--- src/rtl/spi_cmd_pkg.sv ---
package spi_cmd_pkg;

  typedef enum logic [1:0] {
    MT_FULL     = 2'd0,
    MT_WRITE    = 2'd1,
    MT_READ     = 2'd2,
    MT_READ_ALT = 2'd3
  } msg_type_e;

  typedef enum logic [2:0] {
    SQ_IDLE,
    SQ_FETCH,
    SQ_LOAD,
    SQ_SHIFT,
    SQ_FINISH
  } seq_state_e;

  localparam logic [3:0] START_CODE = 4'h1;

  // register offsets above the two buffer windows
  localparam int OFS_MSG  = 0;
  localparam int OFS_CMD  = 1;
  localparam int OFS_CLK  = 2;
  localparam int OFS_STAT = 3;
  localparam int OFS_MASK = 4;
  localparam int OFS_TAIL = 5;

  function automatic logic is_read_type(msg_type_e t);
    return (t == MT_READ) || (t == MT_READ_ALT);
  endfunction

endpackage

--- src/rtl/spi_byte_ram.sv ---
module spi_byte_ram #(
  parameter int DEPTH = 64,
  parameter int WIDTH = 8
) (
  input  logic                     clk,
  input  logic                     we,
  input  logic [$clog2(DEPTH)-1:0] waddr,
  input  logic [WIDTH-1:0]         wdata,
  input  logic [$clog2(DEPTH)-1:0] raddr,
  output logic [WIDTH-1:0]         rdata
);

  logic [WIDTH-1:0] mem [DEPTH];

  // one write port, one registered read port: block RAM friendly
  always_ff @(posedge clk) begin
    if (we) mem[waddr] <= wdata;
    rdata <= mem[raddr];
  end

endmodule

--- src/rtl/spi_rate_gen.sv ---
module spi_rate_gen #(
  parameter int CODE_W    = 3,
  parameter int SLOW_CODE = 6
) (
  input  logic              clk,
  input  logic              rst,
  input  logic              clear,
  input  logic [CODE_W-1:0] code,
  output logic              tick
);

  localparam int CW = SLOW_CODE + 1;

  logic [CODE_W-1:0] eff;
  logic [CW-1:0]     lim;
  logic [CW-1:0]     cnt;

  // codes above the slowest saturate to it
  assign eff  = (code > CODE_W'(SLOW_CODE)) ? CODE_W'(SLOW_CODE) : code;
  assign lim  = (CW'(1) << eff) - CW'(1);
  assign tick = (cnt == lim);

  always_ff @(posedge clk) begin
    if (rst || clear)   cnt <= '0;
    else if (cnt == lim) cnt <= '0;
    else                cnt <= cnt + CW'(1);
  end

endmodule

--- src/rtl/spi_byte_shifter.sv ---
module spi_byte_shifter #(
  parameter int WORD_W = 8
) (
  input  logic              clk,
  input  logic              rst,
  input  logic              cpol,
  input  logic              cpha,
  input  logic              start,
  input  logic [WORD_W-1:0] tx_byte,
  input  logic              tick,
  input  logic              miso,
  output logic              sclk,
  output logic              mosi,
  output logic              done,
  output logic [WORD_W-1:0] rx_byte
);

  localparam int EDGES = 2 * WORD_W;
  localparam int EC_W  = $clog2(EDGES);

  logic              active;
  logic              ph;
  logic              mosi_q;
  logic              done_q;
  logic [EC_W-1:0]   ecnt;
  logic [WORD_W-1:0] sh;
  logic [WORD_W-1:0] rx;
  logic              sample_edge;

  // even edge count = leading edge; phase 0 samples there, phase 1 on trailing
  assign sample_edge = (~ecnt[0]) ^ cpha;

  always_ff @(posedge clk) begin
    if (rst) begin
      active <= 1'b0;
      ph     <= 1'b0;
      mosi_q <= 1'b0;
      done_q <= 1'b0;
      ecnt   <= '0;
      sh     <= '0;
      rx     <= '0;
    end else begin
      done_q <= 1'b0;
      if (start) begin
        active <= 1'b1;
        ecnt   <= '0;
        ph     <= 1'b0;
        if (!cpha) begin
          mosi_q <= tx_byte[WORD_W-1];
          sh     <= {tx_byte[WORD_W-2:0], 1'b0};
        end else begin
          sh <= tx_byte;
        end
      end else if (active && tick) begin
        ph   <= ~ph;
        ecnt <= ecnt + EC_W'(1);
        if (sample_edge) begin
          rx <= {rx[WORD_W-2:0], miso};
        end else begin
          mosi_q <= sh[WORD_W-1];
          sh     <= {sh[WORD_W-2:0], 1'b0};
        end
        if (ecnt == EC_W'(EDGES - 1)) begin
          active <= 1'b0;
          done_q <= 1'b1;
        end
      end
    end
  end

  assign sclk    = ph ^ cpol;
  assign mosi    = mosi_q;
  assign done    = done_q;
  assign rx_byte = rx;

  AST_SCLK_IDLE: assert property (@(posedge clk) disable iff (rst)
    (!active && !start) |=> (ph == 1'b0));

  AST_DONE_AFTER_SHIFT: assert property (@(posedge clk) disable iff (rst)
    done |-> $past(active));

endmodule

--- src/rtl/spi_cmd_engine.sv ---
module spi_cmd_engine
  import spi_cmd_pkg::*;
#(
  parameter int ADDR_W    = 8,
  parameter int DATA_W    = 16,
  parameter int BUF_DEPTH = 64,
  parameter int NUM_CS    = 4,
  parameter int PRE_MAX   = 15,
  parameter int SLOW_CODE = 6
) (
  input  logic              clk,
  input  logic              rst,
  input  logic              bus_wr,
  input  logic              bus_rd,
  input  logic [ADDR_W-1:0] bus_addr,
  input  logic [DATA_W-1:0] bus_wdata,
  output logic [DATA_W-1:0] bus_rdata,
  output logic              irq,
  output logic              sclk,
  output logic              mosi,
  input  logic              miso,
  output logic [NUM_CS-1:0] cs_n
);

  localparam int BUF_AW   = $clog2(BUF_DEPTH);
  localparam int CNT_W    = $clog2(BUF_DEPTH + 1);
  localparam int PRE_W    = $clog2(PRE_MAX + 1);
  localparam int DEV_W    = $clog2(NUM_CS);
  localparam int SUM_W    = ((CNT_W > PRE_W) ? CNT_W : PRE_W) + 1;
  localparam int REG_BASE = 2 * BUF_DEPTH;
  localparam int TYPE_LSB = 8;
  localparam int PRE_LSB  = 4;
  localparam int DEV_LSB  = 8;

  // ---------------- address decode ----------------
  logic tx_hit, rx_hit, is_msg, is_cmd, is_clk, is_stat, is_mask, is_tail;
  assign tx_hit  = bus_addr <  ADDR_W'(BUF_DEPTH);
  assign rx_hit  = (bus_addr >= ADDR_W'(BUF_DEPTH)) && (bus_addr < ADDR_W'(REG_BASE));
  assign is_msg  = bus_addr == ADDR_W'(REG_BASE + OFS_MSG);
  assign is_cmd  = bus_addr == ADDR_W'(REG_BASE + OFS_CMD);
  assign is_clk  = bus_addr == ADDR_W'(REG_BASE + OFS_CLK);
  assign is_stat = bus_addr == ADDR_W'(REG_BASE + OFS_STAT);
  assign is_mask = bus_addr == ADDR_W'(REG_BASE + OFS_MASK);
  assign is_tail = bus_addr == ADDR_W'(REG_BASE + OFS_TAIL);

  // ---------------- configuration registers ----------------
  logic [CNT_W-1:0] cnt_q;
  msg_type_e        type_q;
  logic [2:0]       code_q;
  logic             cpol_q, cpha_q, mask_q;

  always_ff @(posedge clk) begin
    if (rst) begin
      cnt_q  <= '0;
      type_q <= MT_FULL;
      code_q <= '0;
      cpol_q <= 1'b0;
      cpha_q <= 1'b0;
      mask_q <= 1'b0;
    end else if (bus_wr) begin
      if (is_msg) begin
        cnt_q  <= bus_wdata[CNT_W-1:0];
        type_q <= msg_type_e'(bus_wdata[TYPE_LSB +: 2]);
      end
      if (is_clk) begin
        code_q <= bus_wdata[2:0];
        cpol_q <= bus_wdata[3];
        cpha_q <= bus_wdata[4];
      end
      if (is_mask) mask_q <= bus_wdata[0];
    end
  end

  // ---------------- sequencer ----------------
  seq_state_e       st;
  msg_type_e        run_type;
  logic [SUM_W-1:0] idx, pre_q, total_q;
  logic [SUM_W-1:0] req_pre, req_total;
  logic [DEV_W-1:0] req_dev;
  logic [NUM_CS-1:0] cs_n_q;
  logic [CNT_W-1:0] tail_q;
  logic             done_q, err_q, irq_q;
  logic             start_req, in_main, last_byte, store;
  logic             sh_start, sh_done;
  logic [7:0]       tx_q, rx_q, sh_rx, sh_tx;
  logic [BUF_AW-1:0] rx_waddr;
  logic             tick;

  assign req_pre   = SUM_W'(bus_wdata[PRE_LSB +: PRE_W]);
  assign req_total = req_pre + SUM_W'(cnt_q);
  assign req_dev   = bus_wdata[DEV_LSB +: DEV_W];
  assign start_req = bus_wr && is_cmd && (bus_wdata[3:0] == START_CODE) && (st == SQ_IDLE);
  assign in_main   = idx >= pre_q;
  assign last_byte = (idx + SUM_W'(1)) == total_q;
  assign store     = sh_done && in_main && (run_type != MT_WRITE);
  assign rx_waddr  = BUF_AW'(idx - pre_q);
  assign sh_start  = (st == SQ_LOAD);
  assign sh_tx     = (in_main && is_read_type(run_type)) ? 8'h00 : tx_q;

  always_ff @(posedge clk) begin
    if (rst) begin
      st       <= SQ_IDLE;
      run_type <= MT_FULL;
      idx      <= '0;
      pre_q    <= '0;
      total_q  <= '0;
      cs_n_q   <= '1;
      tail_q   <= '0;
      done_q   <= 1'b0;
      err_q    <= 1'b0;
    end else begin
      // write-one-to-clear; a set in the same cycle below wins
      if (bus_wr && is_stat) begin
        done_q <= done_q & ~bus_wdata[0];
        err_q  <= err_q  & ~bus_wdata[1];
      end
      case (st)
        SQ_IDLE: begin
          if (start_req) begin
            if (req_total > SUM_W'(BUF_DEPTH)) begin
              err_q <= 1'b1;
            end else begin
              pre_q    <= req_pre;
              total_q  <= req_total;
              idx      <= '0;
              run_type <= type_q;
              tail_q   <= '0;
              if (req_total == '0) begin
                st <= SQ_FINISH;
              end else begin
                cs_n_q <= ~(NUM_CS'(1) << req_dev);
                st     <= SQ_FETCH;
              end
            end
          end
        end
        SQ_FETCH: st <= SQ_LOAD;
        SQ_LOAD:  st <= SQ_SHIFT;
        SQ_SHIFT: begin
          if (sh_done) begin
            if (store) tail_q <= tail_q + CNT_W'(1);
            idx <= idx + SUM_W'(1);
            if (last_byte) begin
              cs_n_q <= '1;
              st     <= SQ_FINISH;
            end else begin
              st <= SQ_FETCH;
            end
          end
        end
        SQ_FINISH: begin
          done_q <= 1'b1;
          st     <= SQ_IDLE;
        end
        default: st <= SQ_IDLE;
      endcase
    end
  end

  always_ff @(posedge clk) begin
    if (rst) irq_q <= 1'b0;
    else     irq_q <= done_q && mask_q;
  end

  // ---------------- datapath instances ----------------
  spi_byte_ram #(.DEPTH(BUF_DEPTH), .WIDTH(8)) u_tx_ram (
    .clk   (clk),
    .we    (bus_wr && tx_hit),
    .waddr (bus_addr[BUF_AW-1:0]),
    .wdata (bus_wdata[7:0]),
    .raddr (idx[BUF_AW-1:0]),
    .rdata (tx_q)
  );

  spi_byte_ram #(.DEPTH(BUF_DEPTH), .WIDTH(8)) u_rx_ram (
    .clk   (clk),
    .we    (store),
    .waddr (rx_waddr),
    .wdata (sh_rx),
    .raddr (bus_addr[BUF_AW-1:0]),
    .rdata (rx_q)
  );

  spi_rate_gen #(.CODE_W(3), .SLOW_CODE(SLOW_CODE)) u_rate (
    .clk   (clk),
    .rst   (rst),
    .clear (sh_start),
    .code  (code_q),
    .tick  (tick)
  );

  spi_byte_shifter #(.WORD_W(8)) u_shift (
    .clk     (clk),
    .rst     (rst),
    .cpol    (cpol_q),
    .cpha    (cpha_q),
    .start   (sh_start),
    .tx_byte (sh_tx),
    .tick    (tick),
    .miso    (miso),
    .sclk    (sclk),
    .mosi    (mosi),
    .done    (sh_done),
    .rx_byte (sh_rx)
  );

  // ---------------- read-back ----------------
  logic              rd_rx_q;
  logic [DATA_W-1:0] rd_reg_q;
  logic [DATA_W-1:0] reg_word;

  always_comb begin
    reg_word = '0;
    if (is_msg) begin
      reg_word[CNT_W-1:0]       = cnt_q;
      reg_word[TYPE_LSB +: 2]   = type_q;
    end else if (is_clk) begin
      reg_word[4:0] = {cpha_q, cpol_q, code_q};
    end else if (is_stat) begin
      reg_word[2:0] = {(st != SQ_IDLE), err_q, done_q};
    end else if (is_mask) begin
      reg_word[0] = mask_q;
    end else if (is_tail) begin
      reg_word[CNT_W-1:0] = tail_q;
    end
  end

  always_ff @(posedge clk) begin
    if (rst) begin
      rd_rx_q  <= 1'b0;
      rd_reg_q <= '0;
    end else if (bus_rd) begin
      rd_rx_q  <= rx_hit;
      rd_reg_q <= reg_word;
    end
  end

  assign bus_rdata = rd_rx_q ? DATA_W'(rx_q) : rd_reg_q;
  assign irq       = irq_q;
  assign cs_n      = cs_n_q;

  logic unused_wdata;
  assign unused_wdata = ^bus_wdata[DATA_W-1:TYPE_LSB+2];

  // ---------------- assertions ----------------
  AST_ONE_CS: assert property (@(posedge clk) disable iff (rst)
    $countones(~cs_n_q) <= 1);

  AST_CS_IDLE_HIGH: assert property (@(posedge clk) disable iff (rst)
    (st == SQ_IDLE) |-> (&cs_n_q));

  AST_NO_OVERFLOW: assert property (@(posedge clk) disable iff (rst)
    tail_q <= CNT_W'(BUF_DEPTH));

  AST_DONE_ENDS_BUSY: assert property (@(posedge clk) disable iff (rst)
    $rose(done_q) |-> (st == SQ_IDLE));

  AST_WRITE_NO_TAIL: assert property (@(posedge clk) disable iff (rst)
    (st == SQ_IDLE && run_type == MT_WRITE) |-> (tail_q == '0));

endmodule

--- config.mk ---
export PLATFORM = sky130hd
export DESIGN_NAME = spi_cmd_engine
export DESIGN_NICKNAME = d
export VERILOG_FILES = /design/src/rtl/spi_cmd_pkg.sv /design/src/rtl/spi_byte_ram.sv /design/src/rtl/spi_rate_gen.sv /design/src/rtl/spi_byte_shifter.sv /design/src/rtl/spi_cmd_engine.sv
export SDC_FILE = /design/constraint.sdc
export NUM_CORES = 1
export LEC_CHECK = 0
export ABC_AREA = 1
export BUFFER_PORTS_ARGS = -buffer_cell sky130_fd_sc_hd__buf_2
export CAP_MARGIN = 20
export CORE_MARGIN = 5
export CORE_UTILIZATION = 45
export DETAILED_ROUTE_END_ITERATION = 7
export GPL_TIMING_DRIVEN = 0
export PLACE_DENSITY = 0.59
export RECOVER_POWER = 25
export SLEW_MARGIN = 10
export SYNTH_ARGS = -nofsm -noshare
export SYNTH_HDL_FRONTEND = slang
export SYNTH_SLANG_ARGS = --single-unit
--- constraint.sdc ---
create_clock -name clk -period 3.72 [get_ports clk]
set_input_delay 0.186 -clock clk [delete_from_list [all_inputs] [get_ports clk]]
set_output_delay 0.186 -clock clk [all_outputs]
set_load 0.01 [all_outputs]
# After elaboration in Yosys (flattened, before gate mapping)
# Memory sizes are Yosys's and may differ from the RTL's. A register that Yosys moved wholly into a read port is not among the register bits.
# Cells that the tools add are included.
# word_totals
register_bits,95
ramBits,1024
memories,2
in_bits,29
wordCells,170
out_inout_bits,23
# mem_list
name,depth,width,read_ports,rd_clocked_by_memory_dff,write_ports,line,text
u_rx_ram.mem,64,8,1,1,1,spi_byte_ram.sv:13,logic [WIDTH-1:0] mem [DEPTH];
u_tx_ram.mem,64,8,1,1,1,spi_byte_ram.sv:13,
# classes
reduce_logical,35
bitwise,12
n_eq_ne,25
mux,55
n_addsub,7
order_cmp,6
n_shift,2
# op_table
op,n
$mux W8,8
$eq A8 B8 Y1 const B,6
$mux W7,6
$mux W4,6
$mux W3,7
$mux W1,19
$pmux W8 S2,1
$add A7 B1 Y7 const B,2
$ne A2 B2 Y1 const B,7
$pmux W7 S2,1
$pmux W3 S4,1
$reduce_and A3 Y1,4
$logic_and A1 B1 Y1,11
$mux W10,1
$reduce_and A2 Y1,5
$add A4 B7 Y8,1
$add A8 B1 Y8 const B,1
$eq A8 B8 Y1,1
$ge A8 B4 Y1,1
$ge A8 B7 Y1 const B,1
$gt A8 B7 Y1 const B,1
$logic_not A8 Y1,1
$lt A8 B7 Y1 const B,1
$lt A8 B8 Y1 const B,1
31 further kinds,48

# Logic depth before layout (Yosys ltp)
# depth
depth_word,8
depth_mapped,18
ltp_nobuf,15

# By module
# A second synthesis with hierarchy kept.
# unflattened
cells_unflattened,4435
hier_area_um2,48193.7
# by_module_without_submodules
mod,seq_area_each_um2,cells_per_inst,instances,area_each_um2
spi_byte_ram at u_rx_ram,15534.9,1806,1,21345.5
spi_byte_ram at u_tx_ram,15534.9,1805,1,21339.2
spi_cmd_engine,1281.2,582,1,3866.2
spi_byte_shifter,480.5,176,1,1207.4
spi_rate_gen,140.1,66,1,435.4

# Worst setup path after synthesis
# OpenSTA, ideal clock, no wires.
# synth_path
path_kind,reg2reg
from,register idx[0]
to,"memory u_rx_ram.mem[16][0], enable pin"
setup_time_ns,0.370
t_arrival_ns,2.885
path_stages_with_launch,17
path_slack_ns,0.465
synth_period_minus_slack_ns,3.255
required_ns,3.350
n_path_buf,4
cell_sequence,dfxtp_1 buf_4 inv_2 buf_2 buf_2 buf_2 ha_1 inv_1 fa_1 a21oi_1 or2_1 nand2_1 xor2_1 inv_1 nor2_1 nand2_1 nor2_1
# synth_between
elab_chain_len,5
elab_cells_between_ends,6
classes_between,add/sub: 1; order compare: 1; mux: 2; reduce/logical: 2
# synth_lines
item,line,text
start: declaration,spi_cmd_engine.sv:77,"logic [SUM_W-1:0] idx, pre_q, total_q;"
start signal: assignment,spi_cmd_engine.sv:142,idx <= idx + SUM_W'(1);
$ge A8 B4 Y1,spi_cmd_engine.sv:93,assign in_main = idx >= pre_q;
$logic_and A1 B1 Y1 (2 in series),spi_cmd_engine.sv:95,assign store = sh_done && in_main && (run_type != MT_WRITE);
$mux W1,spi_byte_ram.sv:17,if (we) mem[waddr] <= wdata;
$mux W1 (implied by the code),spi_byte_ram.sv:17,
end: declaration,spi_byte_ram.sv:13,
# Several ways; a longest one is shown, not always the timed one.

# Worst setup path in the final report
# layout_path
from,register idx[0]
to,"memory u_rx_ram.mem[50][2], enable pin"
# The elaborated chain is that of the path after synthesis.

==> results.yml <==
worst_setup_path:
  arrival_ns: 4.03
  path_cells: "buf_4, inv_4, buf_6, ha_1, inv_1, fa_1, a21oi_1, or2_1, nand2_1, xor2_4, inv_1, nor2_4, nand2_4, nor2_4, buf_12"
  worstSetupEndpointType: "flip-flop"
  r2r-start: "idx[0]"
  worstSetupPathType: "flip-flop to flip-flop"
  worst_setup_path_start_kind: "flip-flop"
  critical_path.max_stage_delay_ns: 0.42
  critPathRequiredTime_ns: 4.11
  startpoint: "idx[0]"
  crit_fanout: 28
  slowest_stage: "fa_1"
placed_design:
  gp_congestion: 0.949
  placed_area_um2: 47500
  hpwlAfterDp_um: 98400
  port_buffers: 38
  placed_cells_incl_taps: 5028
worst_hold_path:
  worstHoldPathType: "input port to flip-flop"
  hold_start: "bus_addr[1]"
power:
  ir_drop_mv: 0.434
  power_leakage_nw: 18.1
  power.density_nw_per_um2: 614
sta:
  min_period_ns: 3.63
  rsz0062_at_grt: "no"
  period_share_pct: 97.7
  drv_slew: 78
  fmax_mhz: 275
  final-hold-violation-count: 0
  worstMarginPinSlew_ns: 2.88
  slew_headroom_pct: -91.9
  skew_ns: 0.0342
  setup_viol: 0
  tns_ns: 0
synth:
  avgSynthCellArea_um2: 12.3
  synth.area.top_cells: "edfxtp_1, dfxtp_1, nand2_1, o21ai_0, nor2_1"
  synthCells: 3669
  synth_edf_count: 1024
  synth.distinct_cells: 55
  synth_top_area_share_pct: 67.9
  yosys.area.top_type: "edfxtp_1"
  ys_seq_elements: 1135
  synth_common_cells: "edfxtp_1, nand2_1, nor2_1"
  synth_flop_cell: "edfxtp_1"
  synth_most_common_cell: "edfxtp_1"
  netlist_area_um2: 45300
  yosys_warnings: 0
  async_flop_share_pct: 0
  synth_seq_area_share_pct: 72.8
final_layout:
  multiInputGateArea_um2: 11700
  stdcell_area_um2: 53100
  finalNetCount: 3979
  drive_above_1_share_pct: 12.7
  fin_cells: 5324
  diodes: 0
  n_fill_cell: 8425
  area_growth_pct: 17.3
  seq_area_um2: 33000
floorplan:
  die-area_um2: 107000
  rows: 116
  die_w_um: 327
  die_h_um: 327
  start_util_pct: 45.3
  io_pins: 52
  core_area_um2: 100000
route:
  vias: 31900
  vias_per_cell: 5.99
  drc: 0
  firstDrtPassIters: 6
  wirelength_um: 150000
  drt_iter0_drc: 4265
  wl_per_cell_um: 28.2
  antenna_left: 0
global_routing:
  grt_pass1_wl_um: 213000
  grt_pass1_vias: 30000
  overflow: 0
  grt_use_total_pct: 27.3
  antenna_found_initial: 2
  grt_start_max_net_pins: 69
clock_network:
  clock_latency_ns: 0.71
  cts.sinks: 1135
  clk_pin_slew_ns: 0.06
  cts_buffer_depth: 3
  cts_tree: "built"
  numCtsBuffers: 114
  cts_htree_levels: 3
  cts_root_buffer: "clkbuf_16"
run:
  maxCapViolCount: 2
outcome:
  failed_checks: "capacitance limit, slew limit"
  status: "finished with violations"
-- metal layers --
| metal | vias up | GRT usage [%] | wire, um |
|---|---|---|---|
| met1 | 15700 | 37.4 | 59300 |
| met5 | - | 0 | 0 |
| li1 | 14000 | - | - |
| met2 | 1797 | 43.3 | 69000 |
| met3 | 376 | 4.59 | 13800 |
| met4 | 0 | 12.4 | 8030 |
-- per-stage QoR --
stage	util, %	worst slack, ns	total power, W	hold WS (ns)
3_3_place_gp	47.1	-1.10	0.0206	0.424
4_1_cts	53.1	0.0722	0.0325	0.0449
3_5_place_dp	47.5	-1.14	0.0207	0.429
2_1_floorplan	-	0.465	0.0178	0.285
6_report	53.1	0.0860	0.0326	0.0730
5_1_grt	53.1	0.00158	0.0335	0.0844
-- report_power, final --
| group | leakage, nW | total (W) | switching [W] | internal (W) |
|---|---|---|---|---|
| combinational | 5.88 | 0.00655 | 0.00508 | 0.00147 |
| sequential | 10.4 | 0.0145 | 0.000283 | 0.0142 |
| clock | 1.82 | 0.0115 | 0.00488 | 0.00666 |
| total | 18.1 | 0.0326 | 0.0102 | 0.0224 |
-- critical path: cells and delay by family, from the launching register on --
family,cells,cell delay (ns)
AOI/OAI and AO/OA,1,0.17
adders and majority gates,2,0.64
buffers and inverters,6,1.03
xor gates and xnor gates,1,0.29
DFF,1,0.31
and+or+nand+nor,5,0.88
-- logic make-up (layout without fill, tap and decap cells) --
kind of cell / after synthesis / in the layout / synth area share (%)
other: 1 / 6 / 0.00828
adders and majority gates: 14 / 14 / 0.420
AOI/OAI and AO/OA: 884 / 884 / 11.5
muxes: 7 / 7 / 0.174
buffers and inverters: 333 / 685 / 3.07
xor gates and xnor gates: 23 / 23 / 0.475
DFF: 1135 / 1135 / 72.8
and+or+nand+nor: 1272 / 1272 / 11.5
-- path summary, 6_finish.rpt --
path / endpoint / slack [ns] / cells after the start
worst max-delay path: u_rx_ram.mem[50][2] / 0.09 / 15
worst min register to register: total_q[7] / 0.46 / 2
worst max register to register: u_rx_ram.mem[50][2] / 0.09 / 15
worst min-delay path: err_q / 0.07 / 6
-- placed cells by master, fill, tap and decap left out, types with 7 or more instances in the layout --
cell type      instances
dlygate4sd3_1         14
o22ai_1              128
buf_1                 24
clkbuf_16            119
nand2_4               14
nor2_4                71
a22oi_1              157
clkbuf_8              11
o21ai_0              397
o21ai_1               16
xor2_1                12
ha_1                  12
buf_12                52
nor2_1               450
clkinv_2              15
o21bai_1               9
edfxtp_1            1024
nand2_1              521
dfxtp_1              105
buf_2                101
nand3_1              112
clkinv_1              20
nor2_2                 8
buf_4                 52
nand4_1               60
inv_2                  7
inv_1                108
clkbuf_1             135
bufinv_16              9
nor3_1                10
a21oi_1               98
a41oi_1                9
mux2_2                 7
o221ai_1              15
o211ai_1              39
-- state kept, by name (all words and copies together) (netlist names), 7 cells and up --
signal	cells
rd_reg_q	9
u_rate.cnt	7
u_rx_ram.mem	512
u_tx_ram.mem	512
u_tx_ram.rdata	8
u_rx_ram.rdata	8
idx	8
total_q	8
u_shift.rx_byte	8
tail_q	7
cnt_q	7
u_shift.sh	8
-- cell type report --
class / count / share of cell area (%)
clock buffer: 156 / 6.07
tap: 1298 / 3.06
multi-input combinational: 2206 / 21.9
timing repair buffer: 148 / 3.31
buffer: 213 / 1.77
inverter: 118 / 0.838
clock inverter: 50 / 0.949
sequential: 1135 / 62.1
-- repair_timing --
item | in CTS | in global routing
resized for setup | 173 | 4
hold buffers | 14 | 0
hold endpoints to repair | 95 | 0
setup endpoints to repair | 512 | 512
pin swaps | 53 | 4
setup buffers | 72 | 3
No activity file was read; power rests on OpenSTA's default activity.
